===== src/rtl/fureg_pkg.sv =====
package fureg_pkg;
  localparam int NSLOT = 3;
  typedef enum int {
    SLOT_DST  = 0,
    SLOT_SRC1 = 1,
    SLOT_SRC2 = 2
  } slot_e;
endpackage


===== src/rtl/fureg_onehot.sv =====
module fureg_onehot #(
  parameter int N = 8,
  parameter int W = 3
) (
  input  logic [W-1:0] idx,
  input  logic         en,
  output logic [N-1:0] vec
);
  for (genvar i = 0; i < N; i++) begin : g_bit
    assign vec[i] = en && (idx == W'(i));
  end
endmodule


===== src/rtl/fureg_colreduce.sv =====
module fureg_colreduce #(
  parameter int ROWS = 4,
  parameter int COLS = 8
) (
  input  logic [ROWS-1:0][COLS-1:0] rows_in,
  output logic [COLS-1:0]           col_or
);
  always_comb begin
    col_or = '0;
    for (int r = 0; r < ROWS; r++) col_or = col_or | rows_in[r];
  end
endmodule


===== src/rtl/fureg_row.sv =====
module fureg_row
  import fureg_pkg::*;
#(
  parameter int NUM_REG = 8,
  parameter int REGW    = 3
) (
  input  logic                           clk,
  input  logic                           rst_n,
  input  logic                           load,
  input  logic                           clear,
  input  logic [NSLOT-1:0][REGW-1:0]     num,
  input  logic [NSLOT-1:0]               num_en,
  input  logic [NSLOT-1:0]               req,
  output logic                           busy,
  output logic [NSLOT-1:0][NUM_REG-1:0]  field,
  output logic [NSLOT-1:0][NUM_REG-1:0]  en
);
  logic [NSLOT-1:0][NUM_REG-1:0] decoded;

  always_ff @(posedge clk) begin
    if (!rst_n)     busy <= 1'b0;
    else if (clear) busy <= 1'b0;
    else if (load)  busy <= 1'b1;
  end

  for (genvar s = 0; s < NSLOT; s++) begin : g_slot
    fureg_onehot #(.N(NUM_REG), .W(REGW)) u_dec (
      .idx (num[s]),
      .en  (num_en[s]),
      .vec (decoded[s])
    );

    always_ff @(posedge clk) begin
      if (!rst_n)     field[s] <= '0;
      else if (clear) field[s] <= '0;
      else if (load)  field[s] <= decoded[s];
    end

    assign en[s] = req[s] ? field[s] : '0;
  end
endmodule


===== src/rtl/fu_reg_matrix.sv =====
module fu_reg_matrix
  import fureg_pkg::*;
#(
  parameter int  NUM_FU  = 4,
  parameter int  NUM_REG = 8,
  localparam int FUW     = (NUM_FU  > 1) ? $clog2(NUM_FU)  : 1,
  localparam int REGW    = (NUM_REG > 1) ? $clog2(NUM_REG) : 1
) (
  input  logic                  clk,
  input  logic                  rst_n,
  input  logic                  issue_valid,
  output logic                  issue_ready,
  input  logic [FUW-1:0]        issue_fu,
  input  logic [REGW-1:0]       issue_dst,
  input  logic [REGW-1:0]       issue_src1,
  input  logic [REGW-1:0]       issue_src2,
  input  logic                  issue_dst_en,
  input  logic                  issue_src1_en,
  input  logic                  issue_src2_en,
  input  logic [2*NUM_FU-1:0]   rd_req,
  input  logic [NUM_FU-1:0]     wr_req,
  input  logic [NUM_FU-1:0]     done,
  output logic [NUM_REG-1:0]    rd_en_a,
  output logic [NUM_REG-1:0]    rd_en_b,
  output logic [NUM_REG-1:0]    wr_en,
  output logic [NUM_REG-1:0]    rd_pend,
  output logic [NUM_REG-1:0]    wr_pend,
  output logic [NUM_FU-1:0]     fu_busy
);
  logic                          fu_in_range;
  logic                          accept;
  logic [NSLOT-1:0][REGW-1:0]    slot_num;
  logic [NSLOT-1:0]              slot_en;

  logic [NUM_FU-1:0][NSLOT-1:0][NUM_REG-1:0] row_field;
  logic [NUM_FU-1:0][NSLOT-1:0][NUM_REG-1:0] row_en;

  logic [NUM_FU-1:0][NUM_REG-1:0] dst_cols;
  logic [NUM_FU-1:0][NUM_REG-1:0] src_cols;
  logic [NUM_FU-1:0][NUM_REG-1:0] wen_cols;
  logic [NUM_FU-1:0][NUM_REG-1:0] ren_a_cols;
  logic [NUM_FU-1:0][NUM_REG-1:0] ren_b_cols;

  assign fu_in_range = {1'b0, issue_fu} < (FUW+1)'(NUM_FU);
  assign issue_ready = fu_in_range && !fu_busy[issue_fu] && !done[issue_fu];
  assign accept      = issue_valid && issue_ready;

  assign slot_num[SLOT_DST]  = issue_dst;
  assign slot_num[SLOT_SRC1] = issue_src1;
  assign slot_num[SLOT_SRC2] = issue_src2;
  assign slot_en[SLOT_DST]   = issue_dst_en;
  assign slot_en[SLOT_SRC1]  = issue_src1_en;
  assign slot_en[SLOT_SRC2]  = issue_src2_en;

  for (genvar f = 0; f < NUM_FU; f++) begin : g_row
    logic [NSLOT-1:0] row_req;
    logic             row_load;

    assign row_load            = accept && (issue_fu == FUW'(f));
    assign row_req[SLOT_DST]   = wr_req[f];
    assign row_req[SLOT_SRC1]  = rd_req[2*f];
    assign row_req[SLOT_SRC2]  = rd_req[2*f+1];

    fureg_row #(.NUM_REG(NUM_REG), .REGW(REGW)) u_row (
      .clk    (clk),
      .rst_n  (rst_n),
      .load   (row_load),
      .clear  (done[f]),
      .num    (slot_num),
      .num_en (slot_en),
      .req    (row_req),
      .busy   (fu_busy[f]),
      .field  (row_field[f]),
      .en     (row_en[f])
    );

    assign dst_cols[f]   = row_field[f][SLOT_DST];
    assign src_cols[f]   = row_field[f][SLOT_SRC1] | row_field[f][SLOT_SRC2];
    assign wen_cols[f]   = row_en[f][SLOT_DST];
    assign ren_a_cols[f] = row_en[f][SLOT_SRC1];
    assign ren_b_cols[f] = row_en[f][SLOT_SRC2];
  end

  fureg_colreduce #(.ROWS(NUM_FU), .COLS(NUM_REG)) u_or_wen (
    .rows_in (wen_cols),   .col_or (wr_en));
  fureg_colreduce #(.ROWS(NUM_FU), .COLS(NUM_REG)) u_or_rena (
    .rows_in (ren_a_cols), .col_or (rd_en_a));
  fureg_colreduce #(.ROWS(NUM_FU), .COLS(NUM_REG)) u_or_renb (
    .rows_in (ren_b_cols), .col_or (rd_en_b));
  fureg_colreduce #(.ROWS(NUM_FU), .COLS(NUM_REG)) u_or_rpend (
    .rows_in (src_cols),   .col_or (rd_pend));
  fureg_colreduce #(.ROWS(NUM_FU), .COLS(NUM_REG)) u_or_wpend (
    .rows_in (dst_cols),   .col_or (wr_pend));
endmodule


===== config.mk =====
export PLATFORM = sky130hd
export DESIGN_NAME = fu_reg_matrix
export DESIGN_NICKNAME = d
export VERILOG_FILES = /design/src/rtl/fureg_pkg.sv /design/src/rtl/fureg_onehot.sv /design/src/rtl/fureg_colreduce.sv /design/src/rtl/fureg_row.sv /design/src/rtl/fu_reg_matrix.sv
export SDC_FILE = /design/constraint.sdc
export NUM_CORES = 1
export LEC_CHECK = 0
export CAP_MARGIN = 10
export CORE_MARGIN = 5
export CORE_UTILIZATION = 25
export CTS_CLUSTER_SIZE = 30
export DETAILED_ROUTE_END_ITERATION = 7
export GPL_TIMING_DRIVEN = 1
export SLEW_MARGIN = 10
export SYNTH_ARGS = -nofsm -noshare
export SYNTH_HDL_FRONTEND = slang
export SYNTH_SLANG_ARGS = --single-unit

===== constraint.sdc =====
create_clock -name clk -period 1.6 [get_ports clk]
set_input_delay 0.16 -clock clk [delete_from_list [all_inputs] [get_ports clk]]
set_output_delay 0.16 -clock clk [all_outputs]
set_load 0.01 [all_outputs]

==> impl_metrics.py, run 1 <==
metrics = {
    "clock_network": {
        "cts_root_buffer": "sky130_fd_sc_hd__clkbuf_16",
        "clock_path_buffers": 2,
        "worstSkewPairLatency_ns": 0.34,
        "tritoncts_clock_tree": "done",
        "cts.clk_slew.worst_paths_ns": 0.07,
        "postCtsSetupRepairBufs": 0,
        "post_cts_hold_buffer_count": 0,
        "clock-sinks": 100,
        "cts_max_level": 3,
        "cts_inserted_buffers": 9,
    },
    "floorplanning": {
        "core-area_mm2": 0.0195,
        "dieArea_mm2": 0.0226,
        "start_util_pct": 25.3,
        "dieHeight_um": 150,
        "num_rows": 51,
        "chipWidth_um": 150,
        "ioPinCount": 78,
    },
    "global_routing": {
        "grt_overflow_total": 0,
        "grt_antenna_before_repair": 0,
        "first_global_vias": 4481,
        "maximum_number_of_pins_on_one_net_before_global_route_repair": 50,
        "grt_usage_pct": 14.3,
        "grt_pass1_wl_mm": 25.6,
    },
    "detailed_routing": {
        "drc_errors": 0,
        "avgViaCountPerCell": 5.02,
        "route.detailed.wl_per_inst_um": 17.1,
        "first_pass_detailed_route_iteration_total": 5,
        "met2_wirelength_from_detailed_routing_mm": 7.28,
        "drtAntennaViolNets": 0,
        "totalWireLength_mm": 16.2,
        "maxUsedRoutingLayer": "met4",
        "num_vias": 4753,
        "wl_met3_um": 950,
        "drt_first_iter_violations": 516,
        "met1_length_mm": 7.72,
    },
    "power_and_ir_drop": {
        "pwr_density_cell_mw_per_mm2": 815,
        "leakage_nw": 2.56,
        "ir_worst_vdd_uv": 401,
    },
    "synth": {
        "synth_ff_type": "sky130_fd_sc_hd__dfxtp_1",
        "synth.largest_area_cell": "sky130_fd_sc_hd__dfxtp_1",
        "synth_area_per_cell_um2": 8.28,
        "ys_seq_area_share_pct": 40.6,
        "synth.cells.most_frequent": "177 x sky130_fd_sc_hd__nand2_1, 100 x sky130_fd_sc_hd__dfxtp_1",
        "synth_seq_cells": 100,
        "synth_enable_flop_cells": 0,
        "syn-num-nets": 628,
        "synthesis.yosys.warnings": 0,
        "post-synth-top-area-fraction_pct": 40.6,
        "yosysUniqueCellTypes": 30,
        "ys_top_cells_by_area": "sky130_fd_sc_hd__dfxtp_1 41%, sky130_fd_sc_hd__nand2_1 13%, sky130_fd_sc_hd__mux2i_1 9.8%",
        "syn-instance-count": 595,
        "synth-async-reset-ratio_pct": 0,
        "netlist_area_mm2": 0.00493,
        "synth.most_common_cell": "sky130_fd_sc_hd__nand2_1",
    },
    "critical_path": {
        "timing.critical_path.buf_inv": 1,
        "reg2reg_setup_slack_ns": 0.19,
        "setup.worst_path.class": "reg -> out",
        "worst_r2r_startpoint": "g_row[2].u_row.busy",
        "timing.critical_path.fanout_max": 3,
        "start_kind": "register",
        "cp.depth": 3,
        "timing.critical_path.arrival_ns": 1.39,
        "r2r.worst_path.cells": 6,
        "timing.critical_path.max_delay_family": "simple AND/OR/NAND/NOR gates",
        "worstReg2RegEnd": "g_row[2].u_row.field[12]",
        "critical_path.endpoint": "rd_pend[5]",
        "crit_required_ns": 1.44,
        "cell_chain_critical_path": "nor4_2 -> nand2_1 -> dlygate4sd2_1",
        "startpoint": "g_row[1].u_row.field[13]",
        "critPathSlowestCell": "sky130_fd_sc_hd__dfxtp_1",
        "critical_path.max_stage_delay_ns": 0.34,
        "setup.worst_path.end_class": "output pin",
    },
    "timing": {
        "max_clock_freq_mhz": 646,
        "tns_ns": 0,
        "finalWorstPathRequiredPeriod_ns": 1.55,
        "clock-skew-final_ns": 0.00748,
        "final-max-slew-violation-count": 0,
        "layout_worst_path_cycle_share_pct": 96.7,
        "setup_repair_after_global_routing_missed_its_margin": "false",
        "setup_violations": 0,
        "slew_headroom_pct": 74.9,
        "worst_slew_pin_slew_ns": 0.376,
        "hold_viol_final": 0,
    },
    "flow_run": {
        "max-cap-violations": 0,
    },
    "layout": {
        "layout.cells.non_filler": 947,
        "diodes": 0,
        "final_net_count": 711,
        "layout_cells_sized_above_1_pct": 14.7,
        "syn_to_final_growth_pct": 35.9,
    },
    "place": {
        "placed_cells": 932,
        "port_buf_inserts": 77,
        "dpl.hpwl_mm": 10.6,
        "final_gp_congestion": 0.771,
    },
    "status": {
        "outcome": "completed",
    },
    "worst_hold_path": {
        "hp-class": "in -> reg",
    },
}
[cell type report]
type / count / area [µm²]
clock buffer: 11 / 253
clock inverter: 4 / 72.6
fill: 2004 / 12800
multi-input combinational: 439 / 2740
sequential: 100 / 2000
tap: 265 / 332
timing repair buffer: 128 / 1290
[cells by family (layout without fill, tap and decap cells)]
| kind of cell | Yosys count | in the layout | share of synthesized area [%] |
|---|---|---|---|
| compound gates | 103 | 103 | 13.2 |
| buf+inv | 56 | 143 | 5.84 |
| flops | 100 | 100 | 40.6 |
| mux | 48 | 48 | 9.75 |
| simple gates | 288 | 288 | 30.6 |
[metal layers]
layer / track usage (%) / vias up
met2: 21.8 / 150
met3: 2.11 / 14
met5: 0 / -
li1: - / 2327
met4: 4.62 / 0
met1: 20.7 / 2262
[sequential cells by signal (all words and copies together), names as in the netlist]
| signal | flops |
|---|---|
| g_row.u_row.busy | 4 |
| g_row.u_row.field | 96 |
[worst min-delay path, stage by stage]
cell and delay (ns):
sky130_fd_sc_hd__buf_2 0.15, sky130_fd_sc_hd__buf_4 0.22, sky130_fd_sc_hd__nand4_1 0.08, sky130_fd_sc_hd__o21ai_0 0.07
[layout by cell type (no fill, tap or decap), types with 2 or more instances in the layout]
cell,count
sky130_fd_sc_hd__a21oi_1,2
sky130_fd_sc_hd__a22oi_1,48
sky130_fd_sc_hd__and4_1,3
sky130_fd_sc_hd__and4b_1,9
sky130_fd_sc_hd__buf_12,19
sky130_fd_sc_hd__buf_2,8
sky130_fd_sc_hd__buf_4,32
sky130_fd_sc_hd__bufinv_16,2
sky130_fd_sc_hd__clkbuf_16,9
sky130_fd_sc_hd__clkbuf_2,4
sky130_fd_sc_hd__clkbuf_8,2
sky130_fd_sc_hd__clkdlybuf4s50_1,35
sky130_fd_sc_hd__dfxtp_1,99
sky130_fd_sc_hd__dlygate4sd2_1,29
sky130_fd_sc_hd__mux2i_1,48
sky130_fd_sc_hd__nand2_1,177
sky130_fd_sc_hd__nand4_1,48
sky130_fd_sc_hd__nor2_1,2
sky130_fd_sc_hd__nor2b_4,4
sky130_fd_sc_hd__nor3_1,2
sky130_fd_sc_hd__nor4_1,6
sky130_fd_sc_hd__nor4_2,9
sky130_fd_sc_hd__nor4_4,3
sky130_fd_sc_hd__nor4b_1,3
sky130_fd_sc_hd__nor4bb_1,9
sky130_fd_sc_hd__o21a_1,4
sky130_fd_sc_hd__o21ai_0,48
sky130_fd_sc_hd__or4_1,8
[how the worst min path moves through the flow]
stage	depth (start not counted)	slack, ns	endpoint	start
5_1_grt	4	0.41	g_row[3].u_row.field[0]	issue_fu[1]
3_5_place_dp	2	0.46	g_row[1].u_row.field[6]	g_row[1].u_row.field[6]
3_3_place_gp	2	0.45	g_row[0].u_row.field[0]	g_row[0].u_row.field[0]
6_report	4	0.40	g_row[2].u_row.field[2]	issue_fu[1]
2_1_floorplan	2	0.37	g_row[0].u_row.field[0]	done[0]
4_1_cts	4	0.39	g_row[2].u_row.field[2]	issue_fu[1]
[power breakdown]
part	switching (mW)	leakage [nW]	internal (mW)	total [mW]
sequential	0.00450	0.806	2.49	2.50
clock	0.943	0.158	1.45	2.39
combinational	0.319	1.59	0.252	0.571
total	1.27	2.56	4.19	5.46
[metrics by stage]
step / util [%] / power [mW] / hold WS, ns / setup WS (ns) / cell area (µm²)
6_report: 34.4 / 5.46 / 0.399 / 0.0524 / 6690
5_1_grt: 34.4 / 5.59 / 0.408 / 0.00620 / 6690
4_1_cts: 34.5 / 5.47 / 0.386 / 0.000226 / 6710
3_5_place_dp: 32.8 / 3.13 / 0.460 / -0.162 / 6390
3_3_place_gp: 32.8 / 3.12 / 0.455 / -0.172 / 6390
2_1_floorplan: - / 2.80 / 0.373 / 0.266 / 4930
[timing repair]
action,4_1_cts,5_1_grt
setup endpoints to repair,41,9
pin swaps,1,6
cloned,0,0
resized for setup,71,12
No activity file was read; power rests on OpenSTA's default activity.
==> inputs of run 2 (changes only) <==
--- a/config.mk
+++ b/config.mk
@@ -9,4 +9,5 @@
 export CORE_MARGIN = 5
 export CORE_UTILIZATION = 25
+export CTS_BUF_LIST = sky130_fd_sc_hd__clkbuf_8
 export CTS_CLUSTER_SIZE = 30
 export DETAILED_ROUTE_END_ITERATION = 7
==> constraint.sdc (replaced) <==
create_clock -name clk -period 1.6 [get_ports clk]
set_input_delay 0.16 -clock clk [delete_from_list [all_inputs] [get_ports clk]]
set_output_delay 0.16 -clock clk [all_outputs]
set_load 0.05 [all_outputs]
==> run 2 against run 1 <==
Highest routed layer unchanged. Die area unchanged. Non-clock buffer count down 7. Setup slack worse by 0.019 ns. Clock skew fell by 0.0015 ns. Core utilization rose by 0.59 points. First-iteration DRC count fell by 9.1%. Critical path type unchanged. Critical path depth is 1 lower. Critical endpoint is now wr_pend[4].
==> impl_metrics.py, run 2 (synthesis gave the netlist of run 1 again) <==
metrics = {
    "status": {
        "outcome": "completed",
    },
    "clock_network": {
        "clock_path_buffers": 2,
        "cts.clk_slew.worst_paths_ns": 0.09,
        "cts_root_buffer": "sky130_fd_sc_hd__clkbuf_8",
        "cts_max_level": 3,
        "cts_inserted_buffers": 9,
        "tritoncts_clock_tree": "done",
        "clock-sinks": 100,
        "worstSkewPairLatency_ns": 0.36,
    },
    "layout": {
        "final.fill_count": 1967,
        "diodes": 0,
        "layout_cells_sized_above_1_pct": 20.4,
        "syn_to_final_growth_pct": 38.2,
        "largestRegisters": "g_row.u_row.field (96), g_row.u_row.busy (4)",
        "registers.top_by_ff_count": "g_row.u_row.field",
        "finish.instance_area_mm2": 0.00681,
        "final_net_count": 704,
        "layout.cells.non_filler": 941,
        "mostFrequentLayoutCells": "177 x sky130_fd_sc_hd__nand2_1, 93 x sky130_fd_sc_hd__dfxtp_1",
        "layout_commonest_cell": "sky130_fd_sc_hd__nand2_1",
        "finish.utilization_pct": 35.0,
        "largest_register_ff_count": 96,
    },
    "place": {
        "port_buf_inserts": 77,
        "place_area_mm2": 0.00646,
        "final_gp_congestion": 0.796,
        "post-place-ws_ns": -0.166,
        "dpl.hpwl_mm": 10.8,
        "placed_cells": 924,
    },
    "timing": {
        "hold_viol_final": 0,
        "final-max-slew-violation-count": 0,
        "slew_headroom_pct": 70.1,
        "post-route-worst-setup-slack_ns": 0.0330,
        "clock-skew-final_ns": 0.00598,
        "layout_worst_path_cycle_share_pct": 97.9,
        "worst_slew_pin_slew_ns": 0.448,
        "setup_repair_after_global_routing_missed_its_margin": "true",
        "max_clock_freq_mhz": 638,
        "finalWorstPathRequiredPeriod_ns": 1.57,
        "setup_violations": 0,
    },
    "floorplanning": {
        "ioPinCount": 78,
        "dieArea_mm2": 0.0226,
        "start_util_pct": 25.3,
        "num_rows": 51,
        "chipWidth_um": 150,
        "dieHeight_um": 150,
        "core-area_mm2": 0.0195,
    },
    "power_and_ir_drop": {
        "leakage_nw": 2.47,
        "p_switching_mw": 1.22,
        "comb_power_share_pct": 12.1,
        "design_power_total_mw": 4.74,
        "netSwitchingFraction_pct": 25.6,
        "internal-power_mw": 3.53,
        "pwr_density_cell_mw_per_mm2": 696,
        "ir_worst_vdd_uv": 329,
        "clock_power_share_pct": 35.2,
        "seqPwrFrac_pct": 52.7,
    },
    "flow_run": {
        "max-cap-violations": 0,
    },
    "detailed_routing": {
        "route.detailed.wl_per_inst_um": 16.9,
        "avgViaCountPerCell": 5.03,
        "num_vias": 4737,
        "drt_first_iter_violations": 469,
        "totalWireLength_mm": 15.9,
        "drtAntennaViolNets": 0,
        "drc_errors": 0,
        "first_pass_detailed_route_iteration_total": 5,
    },
    "global_routing": {
        "maximum_number_of_pins_on_one_net_before_global_route_repair": 50,
        "grt_antenna_before_repair": 0,
        "grt_pass1_wl_mm": 25.4,
        "grt_overflow_total": 0,
        "grt_usage_pct": 14.2,
        "first_global_vias": 4368,
    },
    "critical_path": {
        "reg2reg_setup_slack_ns": 0.28,
        "timing.critical_path.arrival_ns": 1.41,
        "setup.worst_path.class": "reg -> out",
        "start_kind": "register",
        "setup.worst_path.end_class": "output pin",
        "crit_required_ns": 1.44,
        "timing.critical_path.fanout_max": 3,
        "r2r.worst_path.cells": 4,
    },
    "worst_hold_path": {
        "hold-path-cell-count": 4,
        "hp-class": "in -> reg",
    },
}
run 2: cell count changes in the layout (fill, tap and decap cells not counted), sizes merged:
| cell | change |
|---|---|
| dlygate4sd2 | -28 |
| clkbuf | -4 |
| dlymetal6s2s | +3 |
| bufinv | -1 |
| clkdlybuf4s15 | -1 |
| buf | +31 |
| inv | +1 |
| clkinv | +1 |
| clkdlybuf4s50 | -8 |
run 2: final timing paths:
check,startpoint,to
worst min-delay path,issue_fu[1],g_row[3].u_row.field[7]
worst max register to register,g_row[2].u_row.busy,g_row[2].u_row.field[9]
worst max-delay path,g_row[3].u_row.field[4],wr_pend[4]
worst min register to register,g_row[3].u_row.field[0],g_row[3].u_row.field[0]
run 2: power groups by stage:
| stage | Combinational [mW] | Clock, mW | Sequential (mW) |
|---|---|---|---|
| after global placement | 0.568 | 0 | 2.55 |
| after global routing | 0.612 | 1.82 | 2.50 |
| after floorplan | 0.272 | 0 | 2.55 |
| after detailed placement | 0.570 | 0 | 2.55 |
| after CTS | 0.574 | 1.70 | 2.50 |
| final | 0.575 | 1.67 | 2.50 |
run 2: cell type report:
cell class	instances	area [µm²]	area share (%)
clock buffer	11	151	2.22
clock inverter	5	51.3	0.754
multi-input combinational	439	2750	40.4
sequential	100	2010	29.5
tap	265	332	4.87
timing repair buffer	121	1510	22.2
run 2: per-stage QoR:
step	setup TNS [ns]	hold WS, ns
global route	-0.0106	0.382
finish	0	0.365
CTS	0	0.353
global placement	-3.33	0.453
floorplan	0	0.373
detailed placement	-6.41	0.459
run 2: routing by layer:
metal | GRT usage, % | wire length, µm
met5 | 0 | 0
met4 | 3.43 | 146
met3 | 2.62 | 998
met2 | 21.3 | 7130
met1 | 20.9 | 7650
run 2: worst max-delay path, stage by stage, from the launching register on:
cell and delay, ns:
sky130_fd_sc_hd__dfxtp_1 0.34, sky130_fd_sc_hd__or4_4 0.54, sky130_fd_sc_hd__buf_6 0.17
run 2: repair_timing:
action | CTS | global route
gates resized for setup | 14 | 22
hold endpoints to repair | 0 | 0
pin swaps | 0 | 1
buffers inserted | 0 | 1
hold buffers | 0 | 0
setup endpoints to repair | 7 | 18
